File: config.mk
export PLATFORM = sky130hd
export DESIGN_NAME = pc_page_cache
export DESIGN_NICKNAME = d
export VERILOG_FILES = /design/src/rtl/pc_pkg.sv /design/src/rtl/pc_tag_match.sv /design/src/rtl/pc_victim_sel.sv /design/src/rtl/pc_line_store.sv /design/src/rtl/pc_page_cache.sv
export SDC_FILE = /design/constraint.sdc
export NUM_CORES = 1
export LEC_CHECK = 0
export ABC_AREA = 1
export BUFFER_PORTS_ARGS = -buffer_cell sky130_fd_sc_hd__buf_4
export CAP_MARGIN = 40
export CORE_ASPECT_RATIO = 0.5
export CORE_MARGIN = 1.5
export CORE_UTILIZATION = 35
export CTS_BUF_LIST = sky130_fd_sc_hd__clkbuf_2 sky130_fd_sc_hd__clkbuf_4 sky130_fd_sc_hd__clkbuf_8
export DETAILED_ROUTE_END_ITERATION = 8
export GPL_TIMING_DRIVEN = 1
export PLACE_DENSITY = 0.58
export RECOVER_POWER = 100
export SLEW_MARGIN = 20
export SYNTH_ARGS = -nofsm -noshare
export SYNTH_HDL_FRONTEND = slang
export SYNTH_HIERARCHICAL = 1
export SYNTH_SLANG_ARGS = --single-unit
File: constraint.sdc
create_clock -name clk_i -period 5.3 [get_ports clk_i]
set_clock_uncertainty 0.1 [all_clocks]
set_input_delay 1.59 -clock clk_i [delete_from_list [all_inputs] [get_ports clk_i]]
set_output_delay 1.59 -clock clk_i [all_outputs]
set_load 0.02 [all_outputs]
File: src/rtl/pc_pkg.sv
`timescale 1ns/1ps
package pc_pkg;
  typedef enum logic [1:0] {
    ST_IDLE = 2'd0,
    ST_WB   = 2'd1,
    ST_FREQ = 2'd2,
    ST_FILL = 2'd3
  } pc_state_e;
endpackage

File: src/rtl/pc_tag_match.sv
`timescale 1ns/1ps
module pc_tag_match #(
  parameter int UNITS = 4,
  parameter int PN_W  = 6,
  parameter int IDX_W = $clog2(UNITS)
) (
  input  logic                        clk_i,
  input  logic                        rst_ni,
  input  logic [UNITS-1:0][PN_W-1:0]  tags_i,
  input  logic [UNITS-1:0]            valid_i,
  input  logic [PN_W-1:0]             pn_i,
  output logic                        hit_o,
  output logic [IDX_W-1:0]            hit_idx_o
);
  logic [UNITS-1:0] hit_vec;

  for (genvar g = 0; g < UNITS; g++) begin : g_cmp
    assign hit_vec[g] = valid_i[g] && (tags_i[g] == pn_i);
  end

  always_comb begin
    hit_idx_o = '0;
    for (int i = 0; i < UNITS; i++)
      if (hit_vec[i]) hit_idx_o = hit_idx_o | IDX_W'(i);
  end

  assign hit_o = |hit_vec;


  single_match_chk: assert property (@(posedge clk_i) disable iff (!rst_ni)
    $onehot0(hit_vec));
endmodule

File: src/rtl/pc_victim_sel.sv
`timescale 1ns/1ps
module pc_victim_sel #(
  parameter int UNITS = 4,
  parameter int IDX_W = $clog2(UNITS)
) (
  input  logic             clk_i,
  input  logic             rst_ni,
  input  logic [UNITS-1:0] valid_i,
  input  logic             alloc_i,
  output logic [IDX_W-1:0] victim_o
);
  logic [IDX_W-1:0] ptr_q;

  always_ff @(posedge clk_i or negedge rst_ni) begin
    if (!rst_ni) ptr_q <= '0;
    else if (alloc_i) ptr_q <= (ptr_q == IDX_W'(UNITS-1)) ? '0 : ptr_q + 1'b1;
  end

  // empty units first, lowest index wins
  always_comb begin
    victim_o = ptr_q;
    for (int i = UNITS-1; i >= 0; i--)
      if (!valid_i[i]) victim_o = IDX_W'(i);
  end


  empty_first_chk: assert property (@(posedge clk_i) disable iff (!rst_ni)
    (!(&valid_i)) |-> !valid_i[victim_o]);
endmodule

File: src/rtl/pc_line_store.sv
`timescale 1ns/1ps
module pc_line_store #(
  parameter int UNITS  = 4,
  parameter int OFFS_W = 2,
  parameter int WORD_W = 16,
  parameter int IDX_W  = $clog2(UNITS)
) (
  input  logic              clk_i,
  input  logic              we_i,
  input  logic [IDX_W-1:0]  widx_i,
  input  logic [OFFS_W-1:0] woff_i,
  input  logic [WORD_W-1:0] wdata_i,
  input  logic [IDX_W-1:0]  ridx_i,
  input  logic [OFFS_W-1:0] roff_i,
  output logic [WORD_W-1:0] rdata_o
);
  localparam int DEPTH = (1 << IDX_W) << OFFS_W;

  logic [WORD_W-1:0] mem_q [DEPTH];

  always_ff @(posedge clk_i) begin
    if (we_i) mem_q[{widx_i, woff_i}] <= wdata_i;
  end

  assign rdata_o = mem_q[{ridx_i, roff_i}];
endmodule

File: src/rtl/pc_page_cache.sv
`timescale 1ns/1ps
module pc_page_cache
  import pc_pkg::*;
#(
  parameter int ADDR_W = 8,
  parameter int WORD_W = 16,
  parameter int OFFS_W = 2,
  parameter int UNITS  = 4,
  parameter int CNT_W  = 16
) (
  input  logic              clk_i,
  input  logic              rst_ni,
  input  logic              req_valid_i,
  output logic              req_ready_o,
  input  logic              req_we_i,
  input  logic [ADDR_W-1:0] req_addr_i,
  input  logic [WORD_W-1:0] req_wdata_i,
  output logic              rsp_valid_o,
  output logic [WORD_W-1:0] rsp_rdata_o,
  output logic              mem_valid_o,
  input  logic              mem_ready_i,
  output logic              mem_we_o,
  output logic [ADDR_W-1:0] mem_addr_o,
  output logic [WORD_W-1:0] mem_wdata_o,
  input  logic              mem_rvalid_i,
  input  logic [WORD_W-1:0] mem_rdata_i,
  output logic [CNT_W-1:0]  hit_cnt_o,
  output logic [CNT_W-1:0]  miss_cnt_o
);
  localparam int PN_W  = ADDR_W - OFFS_W;
  localparam int WORDS = 1 << OFFS_W;
  localparam int IDX_W = $clog2(UNITS);

  pc_state_e                  state_q;
  logic [UNITS-1:0][PN_W-1:0] tag_q;
  logic [UNITS-1:0]           val_q, dirty_q;
  logic [IDX_W-1:0]           vict_q;
  logic [OFFS_W-1:0]          beat_q;
  logic [PN_W-1:0]            miss_pn_q;
  logic                       replay_q;
  logic                       rsp_valid_q;
  logic [WORD_W-1:0]          rsp_data_q;
  logic [CNT_W-1:0]           hit_cnt_q, miss_cnt_q;

  logic [PN_W-1:0]   req_pn;
  logic [OFFS_W-1:0] req_off;
  logic              hit, acc, miss_start, last_beat, fill_done;
  logic [IDX_W-1:0]  hit_idx, victim;
  logic              st_we;
  logic [IDX_W-1:0]  st_widx, st_ridx;
  logic [OFFS_W-1:0] st_woff, st_roff;
  logic [WORD_W-1:0] st_wdata, st_rdata;

  assign req_pn  = req_addr_i[ADDR_W-1:OFFS_W];
  assign req_off = req_addr_i[OFFS_W-1:0];

  pc_tag_match #(.UNITS(UNITS), .PN_W(PN_W), .IDX_W(IDX_W)) u_match (
    .clk_i(clk_i), .rst_ni(rst_ni), .tags_i(tag_q), .valid_i(val_q),
    .pn_i(req_pn), .hit_o(hit), .hit_idx_o(hit_idx)
  );

  assign last_beat = (beat_q == OFFS_W'(WORDS-1));
  assign fill_done = (state_q == ST_FILL) && mem_rvalid_i && last_beat;

  pc_victim_sel #(.UNITS(UNITS), .IDX_W(IDX_W)) u_victim (
    .clk_i(clk_i), .rst_ni(rst_ni), .valid_i(val_q),
    .alloc_i(fill_done), .victim_o(victim)
  );

  assign req_ready_o = (state_q == ST_IDLE) && hit;
  assign acc         = req_valid_i && req_ready_o;
  assign miss_start  = (state_q == ST_IDLE) && req_valid_i && !hit;

  // single store port shared by hit access, write-back and fill
  assign st_ridx  = (state_q == ST_WB) ? vict_q : hit_idx;
  assign st_roff  = (state_q == ST_WB) ? beat_q : req_off;
  assign st_we    = (acc && req_we_i) || ((state_q == ST_FILL) && mem_rvalid_i);
  assign st_widx  = (state_q == ST_FILL) ? vict_q : hit_idx;
  assign st_woff  = (state_q == ST_FILL) ? beat_q : req_off;
  assign st_wdata = (state_q == ST_FILL) ? mem_rdata_i : req_wdata_i;

  pc_line_store #(.UNITS(UNITS), .OFFS_W(OFFS_W), .WORD_W(WORD_W), .IDX_W(IDX_W)) u_store (
    .clk_i(clk_i), .we_i(st_we), .widx_i(st_widx), .woff_i(st_woff),
    .wdata_i(st_wdata), .ridx_i(st_ridx), .roff_i(st_roff), .rdata_o(st_rdata)
  );

  assign mem_valid_o = (state_q == ST_WB) || (state_q == ST_FREQ);
  assign mem_we_o    = (state_q == ST_WB);
  assign mem_addr_o  = (state_q == ST_WB) ? {tag_q[vict_q], beat_q} : {miss_pn_q, {OFFS_W{1'b0}}};
  assign mem_wdata_o = st_rdata;

  always_ff @(posedge clk_i or negedge rst_ni) begin
    if (!rst_ni) begin
      state_q     <= ST_IDLE;
      tag_q       <= '0;
      val_q       <= '0;
      dirty_q     <= '0;
      vict_q      <= '0;
      beat_q      <= '0;
      miss_pn_q   <= '0;
      replay_q    <= 1'b0;
      rsp_valid_q <= 1'b0;
      rsp_data_q  <= '0;
      hit_cnt_q   <= '0;
      miss_cnt_q  <= '0;
    end else begin
      rsp_valid_q <= acc;
      unique case (state_q)
        ST_IDLE: begin
          if (acc) begin
            rsp_data_q <= req_we_i ? req_wdata_i : st_rdata;
            if (req_we_i) dirty_q[hit_idx] <= 1'b1;
            if (!replay_q) hit_cnt_q <= hit_cnt_q + 1'b1;
            replay_q <= 1'b0;
          end else if (miss_start) begin
            vict_q     <= victim;
            miss_pn_q  <= req_pn;
            beat_q     <= '0;
            miss_cnt_q <= miss_cnt_q + 1'b1;
            state_q    <= (val_q[victim] && dirty_q[victim]) ? ST_WB : ST_FREQ;
          end
        end
        ST_WB: begin
          if (mem_ready_i) begin
            beat_q <= beat_q + 1'b1;
            if (last_beat) state_q <= ST_FREQ;
          end
        end
        ST_FREQ: begin
          if (mem_ready_i) begin
            beat_q  <= '0;
            state_q <= ST_FILL;
          end
        end
        ST_FILL: begin
          if (mem_rvalid_i) begin
            beat_q <= beat_q + 1'b1;
            if (last_beat) begin
              tag_q[vict_q]   <= miss_pn_q;
              val_q[vict_q]   <= 1'b1;
              dirty_q[vict_q] <= 1'b0;
              replay_q        <= 1'b1;
              state_q         <= ST_IDLE;
            end
          end
        end
        default: state_q <= ST_IDLE;
      endcase
    end
  end

  assign rsp_valid_o = rsp_valid_q;
  assign rsp_rdata_o = rsp_data_q;
  assign hit_cnt_o   = hit_cnt_q;
  assign miss_cnt_o  = miss_cnt_q;


  fill_aligned_chk: assert property (@(posedge clk_i) disable iff (!rst_ni)
    (mem_valid_o && !mem_we_o) |-> (mem_addr_o[OFFS_W-1:0] == '0));

  busy_no_accept_chk: assert property (@(posedge clk_i) disable iff (!rst_ni)
    mem_valid_o |-> !req_ready_o);

  wr_hit_local_chk: assert property (@(posedge clk_i) disable iff (!rst_ni)
    (req_valid_i && req_ready_o && req_we_i) |=> !mem_valid_o);

  mem_hold_chk: assert property (@(posedge clk_i) disable iff (!rst_ni)
    (mem_valid_o && !mem_ready_i) |=>
      (mem_valid_o && $stable(mem_addr_o) && $stable(mem_we_o) && $stable(mem_wdata_o)));

  hit_step_chk: assert property (@(posedge clk_i) disable iff (!rst_ni)
    !$stable(hit_cnt_o) |-> (hit_cnt_o == CNT_W'($past(hit_cnt_o) + 1'b1)));

  miss_step_chk: assert property (@(posedge clk_i) disable iff (!rst_ni)
    !$stable(miss_cnt_o) |-> (miss_cnt_o == CNT_W'($past(miss_cnt_o) + 1'b1)));
endmodule

==> metrics, run 1 <==
status finished with violations; violated checks max-capacitance violations, max-slew violations; Clock Power Share 27.7%; Port Buffers 121; nets 2040; TritonCTS Buffers 54; GP Congestion 0.829; via total after detailed routing 12289; Core Footprint 46800 µm²; CTS tree built; DR vias/cell 4.60; sequential cell area fraction in the yosys report 60.8%; first-pass GRT wire length 66100 µm; top cells by count, synth nand2_1, inv_1, edfxtp_1; Cell Area, Synth 16600 µm²; die area 48800 µm²; TritonRoute pass-1 iters 6; Worst-path clk slew 0.06 ns; Final Hold Vio Count 0; Worst Setup Start Kind input port; net count after synthesis 1895; critical path data required time 3.61 ns; Switching Share 37.0%; Primary FF master, synth edfxtp_1; row count 56; Internal 0.00539 W; vias in the first global route 11928; pins over their slew limit 110; MaxCap Viol Count 3; Yosys top cell area share 46.4%; area grow syn2layout 15.2%; minimum clock period after layout 5.13 ns; dpl hpwl 27400 µm; antenna violations before repair 1; H-Tree Depth 2; hold_buf cts 0; ANT nets after route 0; Achievable Freq 0.195 GHz; setup violators final 0; DRC viols 0; Comb pwr share 31.7%; final WL 41800 µm; root buf cell clkbuf_8; largest net degree at the start of global routing 96; synth unique cells 36; RR Startpoint tag_q[18]; CTS Buffer Depth 3; VDD IR max 0.168 mV; worst path arrival time 3.44 ns; PwrDens 447 nW/µm²; First DRT Iteration DRCs 831; Clock Sinks 352; Tot GR Track Use 17.1%; top post-synthesis cells by area edfxtp_1, nand2_1, dfrtp_1, inv_1, nand3_1; setup TNS 0 ns; r2r worst-path depth 14; Min-Delay Path Class reg -> reg; LEAKAGE 8.51 nW; setup bufs post-CTS 0; synthesized area per cell 9.01 µm²; Max-slew headroom -60.2%; min-delay src rsp_rdata_o[2]; most frequent cell after synthesis nand2_1; Yosys Warn Count 6; Boundary Pins 122; die height 157 µm; clock latency on the worst-skew pair 0.61 ns; total grt overflow 0; hold depth 2; Synth area leader edfxtp_1; Post-synth EDFFs 256; critical path class in -> out; drt wl/cell 15.6 µm; Initial Util 35.4%; Worst Max-Slew Pin Slew 2.40 ns; sequential power share 40.6%; RSZ-0062 raised after global routing false; Worst Setup SP req_addr_i[2]; post-layout util 40.8%; synthesized flop and latch total 352; switching pwr 0.00316 W; worst-path maximum fanout 16; Die Wd 311 µm; Fin Hold WS 0.378 ns; endpoint class of the critical path primary output; fin crit share 96.8%; layout cells sized above 1 10.0%; Post-synth ARST share 27.3%; Cells after Synth 1841
## sequential cells by signal, summed over array words and instances, names as in the netlist
signal and cells:
miss_cnt_o 16, rsp_rdata_o 16, beat_q 2, state_q 2
replay_q 1, vict_q 2, tag_q 24, miss_pn_q 6
u_store/mem_q 256, hit_cnt_o 16, u_victim/ptr_q 2, rsp_valid_o 1
dirty_q 4, val_q 4
## critical path, stage by stage
cell and delay [ns]:
buf_4 0.12, inv_2 0.06, nand2_1 0.06, nand2_1 0.05
nor2_1 0.10, nand2_1 0.07, o22ai_1 0.23, inv_1 0.13
o21ai_2 0.24, buf_4 0.27, nand3_1 0.17, nand2_1 0.15
clkbuf_2 0.18
## cell families (layout without fill, tap and decap cells)
group	Yosys count	count (layout)	share of synthesized area, %
simple gates	1000	1000	25.1
buf+inv	363	554	8.97
flops	352	352	60.8
compound gates	97	97	3.42
xor+xnor	21	21	1.11
fa+ha+maj	8	8	0.604
other cells	0	1	0
## stage by stage
step	setup slack (ns)	power, W	instance area, µm²	std cells
CTS	0.0271	0.00880	19500	2670
floorplan	0.590	0.00533	16600	1841
finish	0.168	0.00855	19100	2671
global placement	0.0251	0.00638	18300	2567
global route	0.00312	0.00907	19100	2671
detailed placement	0.00556	0.00641	18300	2568
## path summary, 6_finish.rpt
path / end / slack, ns
max: mem_wdata_o[10] / 0.17
max in group asynchronous: miss_pn_q[4] / 0.69
min reg2reg: rsp_rdata_o[2] / 0.38
min: rsp_rdata_o[2] / 0.38
max reg2reg: hit_cnt_o[6] / 1.56
min in group asynchronous: hit_cnt_o[9] / 1.18
## power by group through the flow
| stage | Clock (W) | Sequential [W] | Combinational [W] |
|---|---|---|---|
| 2_1_floorplan | 0 | 0.00358 | 0.00175 |
| 3_3_place_gp | 0 | 0.00353 | 0.00285 |
| 3_5_place_dp | 0 | 0.00353 | 0.00288 |
| 4_1_cts | 0.00244 | 0.00348 | 0.00288 |
| 5_1_grt | 0.00254 | 0.00350 | 0.00303 |
| 6_report | 0.00236 | 0.00347 | 0.00271 |
## per-layer routing
layer	vias to the layer above	track usage, %	routed length (µm)
met3	71	2.73	1860
met1	5807	22.4	19000
met2	260	29.3	19900
met5	-	0	0
met4	0	5.11	964
li1	6151	-	-
## repair_timing
| action | CTS | global route |
|---|---|---|
| setup endpoints to repair | 1 | 16 |
| gates resized for setup | 1 | 6 |
| cloned | 0 | 0 |
## layout make-up
cell class	instances	area, µm²
clock inverter	23	158
multi-input combinational	1126	5010
antenna	1	2.50
timing repair buffer	159	971
clock buffer	79	975
sequential	352	10100
tap	638	798
fill	4767	27700
inverter	293	1100
## cell usage in the layout, fill, tap and decap left out, drive strengths merged
master,instances
bufinv,2
nand4,4
nand3b,5
diode,1
dfrtp,96
nand2,647
edfxtp,256
o21ai,62
a41oi,4
xor2,9
or2,1
dlymetal6s4s,1
clkinv,19
nor3,3
nand3,217
xnor2,12
inv,293
buf,75
nor2,123
a22oi,1
a21oi,10
o31ai,19
clkbuf,162
ha,8
o22ai,1
clkinvlp,2
Power figures use the tool's default switching activity.
==> inputs of run 2 (changes only) <==
--- a/config.mk
+++ b/config.mk
@@ -8,13 +8,15 @@
 export ABC_AREA = 1
 export BUFFER_PORTS_ARGS = -buffer_cell sky130_fd_sc_hd__buf_4
 export CAP_MARGIN = 40
+export CELL_PAD_IN_SITES_DETAIL_PLACEMENT = 1
+export CELL_PAD_IN_SITES_GLOBAL_PLACEMENT = 1
 export CORE_ASPECT_RATIO = 0.5
-export CORE_MARGIN = 1.5
+export CORE_MARGIN = 5
 export CORE_UTILIZATION = 35
 export CTS_BUF_LIST = sky130_fd_sc_hd__clkbuf_2 sky130_fd_sc_hd__clkbuf_4 sky130_fd_sc_hd__clkbuf_8
 export DETAILED_ROUTE_END_ITERATION = 8
 export GPL_TIMING_DRIVEN = 1
-export PLACE_DENSITY = 0.58
+export PLACE_DENSITY = 0.7
 export RECOVER_POWER = 100
 export SLEW_MARGIN = 20
 export SYNTH_ARGS = -nofsm -noshare
==> constraint.sdc (replaced) <==
create_clock -name clk_i -period 4.9 [get_ports clk_i]
set_clock_uncertainty 0.1 [all_clocks]
set_input_delay 1.47 -clock clk_i [delete_from_list [all_inputs] [get_ports clk_i]]
set_output_delay 1.47 -clock clk_i [all_outputs]
set_load 0.02 [all_outputs]
==> run 2 against run 1 <==
Net effect:
- clock-buffer cell count fell by 3
- critical endpoint is now mem_wdata_o[14]
- worst hold slack improved by 0.0025 ns
- first-iteration DRC count fell by 6.3%
- the run still ends with max-capacitance violations, max-slew violations left
- combinational power rose by 31%
- sequential share of layout area fell by 2.0 points
==> metrics, run 2 (synthesis gave the netlist of run 1 again) <==
H-Tree Depth 2; Max-slew headroom -38.4%; critical path class in -> out; ANT nets after route 0; crit path max-delay cell type o21ai_4; critical path data required time 3.33 ns; minimum clock period after layout 4.87 ns; total grt overflow 0; root buf cell clkbuf_8; most flop-heavy register u_store/mem_q; endpoint class of the critical path primary output; Port Buffers 121; clock latency on the worst-skew pair 0.62 ns; Switching Share 38.4%; Comb pwr share 36.4%; nets 2070; fin crit share 99.4%; biggest regs u_store/mem_q x256, tag_q x24; commonest non-fill, non-tap cell in the layout nand2_1; TritonRoute pass-1 iters 4; switching pwr 0.00376 W; CP dominant cell by count nand2_1; Post-DP Area 18500 µm²; Clock Power Share 25.2%; Achievable Freq 0.205 GHz; most frequent cells in the layout nand2_1, inv_1, edfxtp_1, nand3_1, nor2_1; row count 56; die area 52100 µm²; area grow syn2layout 19.8%; MaxCap Viol Count 2; die height 164 µm; Core Footprint 46900 µm²; antenna violations before repair 0; via total after detailed routing 13182; status finished with violations; Multi-input gate area 5270 µm²; Final Hold Vio Count 0; GP Congestion 0.806; sequential power share 38.5%; DR vias/cell 4.89; CTS tree built; first-pass GRT wire length 77200 µm; Worst Setup Start Kind input port; setup violators final 0; Internal 0.00602 W; max reg flops 256; Boundary Pins 122; Die Wd 318 µm; Initial Util 35.4%; pins over their slew limit 118; Tot GR Track Use 18.7%; Fillers 5461; worst path arrival time 3.30 ns; final instance area 19900 µm²; CTS Buffer Depth 3; VDD IR max 0.180 mV; worst-path maximum fanout 7; DRC viols 0; worst-path cell chain buf_6 > nand2_1 > nand2_1 > nor2_1 > nand2_1 > nor2_2 > nor2_2 > inv_2 > inv_2 > o21ai_4 > clkinv_4 > buf_12 > buf_4 > nand3_1 > nand3_1 > nand2_2 > buf_6; Antenna Cells 0; LEAKAGE 8.87 nW; Register Area 10100 µm²; First DRT Iteration DRCs 779; layout cells sized above 1 15.1%; violated checks max-capacitance violations, max-slew violations; largest net degree at the start of global routing 97; RR Startpoint tag_q[20]; vias in the first global route 13677; Critical Path Max Stage Delay 0.20 ns; Worst-path clk slew 0.06 ns; dpl hpwl 32100 µm; Worst Setup SP req_addr_i[2]; RSZ-0062 raised after global routing true; Clock Sinks 352; Worst Max-Slew Pin Slew 2.08 ns; final WL 51100 µm; min-delay src rsp_rdata_o[9]; Min-Delay Path Class reg -> reg; Fin Hold WS 0.381 ns; drt wl/cell 18.9 µm; hold_buf cts 0; PwrDens 492 nW/µm²; TritonCTS Buffers 53
==> run 2: cell types whose count changed in the layout (fill, tap and decap cells not counted), moves of 4 or more <==
cell / previous run / this run
buf_12: 6 / 13
buf_4: 69 / 98
buf_6: 0 / 15
buf_8: 0 / 4
clkbuf_1: 78 / 54
clkbuf_16: 0 / 4
nand2_1: 645 / 624
nand2_2: 1 / 18
nand2_4: 1 / 5
nand3_1: 215 / 190
nand3_2: 0 / 24
nor2_1: 108 / 99
nor2_2: 15 / 22
==> run 2: critical path: cells and delay by family <==
kind            cells  cell delay, ns
buf+inv             7            0.86
simple gates        9            0.75
compound gates      1            0.20
==> run 2: timing repair <==
item	4_1_cts	5_1_grt
setup buffers	0	4
pin swaps	0	7
cloned	0	6
gates resized for setup	5	89
setup endpoints to repair	13	16
==> run 2: routing by layer <==
metal	track usage, %	part of all wire [%]	vias up
met3	3.09	4.4	61
met4	3.54	1.5	0
met5	0	0	-
met2	33.6	50	237
li1	-	-	6207
met1	24.4	44	6677
==> run 2: path summary, 6_finish.rpt <==
| path | end | slack [ns] | cells after the start |
|---|---|---|---|
| min reg2reg | rsp_rdata_o[9] | 0.38 | 2 |
| min in group asynchronous | rsp_rdata_o[14] | 0.92 | 1 |
| min | rsp_rdata_o[9] | 0.38 | 2 |
| max in group asynchronous | tag_q[3] | 1.17 | 2 |
| max | mem_wdata_o[14] | 0.03 | 17 |
| max reg2reg | hit_cnt_o[9] | 1.08 | 14 |
==> run 2: power by group through the flow <==
stage                     Combinational, W  Clock [W]  Sequential, W
after floorplan                    0.00189          0        0.00387
after global placement             0.00325          0        0.00382
after detailed placement           0.00332          0        0.00383
after CTS                          0.00335    0.00253        0.00377
after global routing               0.00388    0.00268        0.00379
final                              0.00356    0.00246        0.00376
==> run 2: metrics by stage <==
step                      setup TNS [ns]  std cells  setup slack, ns  util, %  total power, W
after floorplan                        0       1841            0.430        -         0.00576
after global routing               -1.25       2697           -0.104     42.4          0.0104
after CTS                        -0.0209       2687          -0.0128     41.9         0.00964
final                                  0       2697           0.0276     42.4         0.00978
after detailed placement          -0.191       2589          -0.0353     39.6         0.00715
after global placement                 0       2589          0.00856     39.6         0.00707
==> run 2: area by class of cell <==
| type | instances | area share (%) |
|---|---|---|
| inverters | 293 | 5.60 |
| clock inverters | 22 | 0.510 |
| flip-flops and latches | 352 | 50.8 |
| repair buffers | 190 | 7.75 |
| multi-input cells | 1126 | 26.5 |
| clock buffers | 76 | 4.79 |
| well taps | 638 | 4.02 |
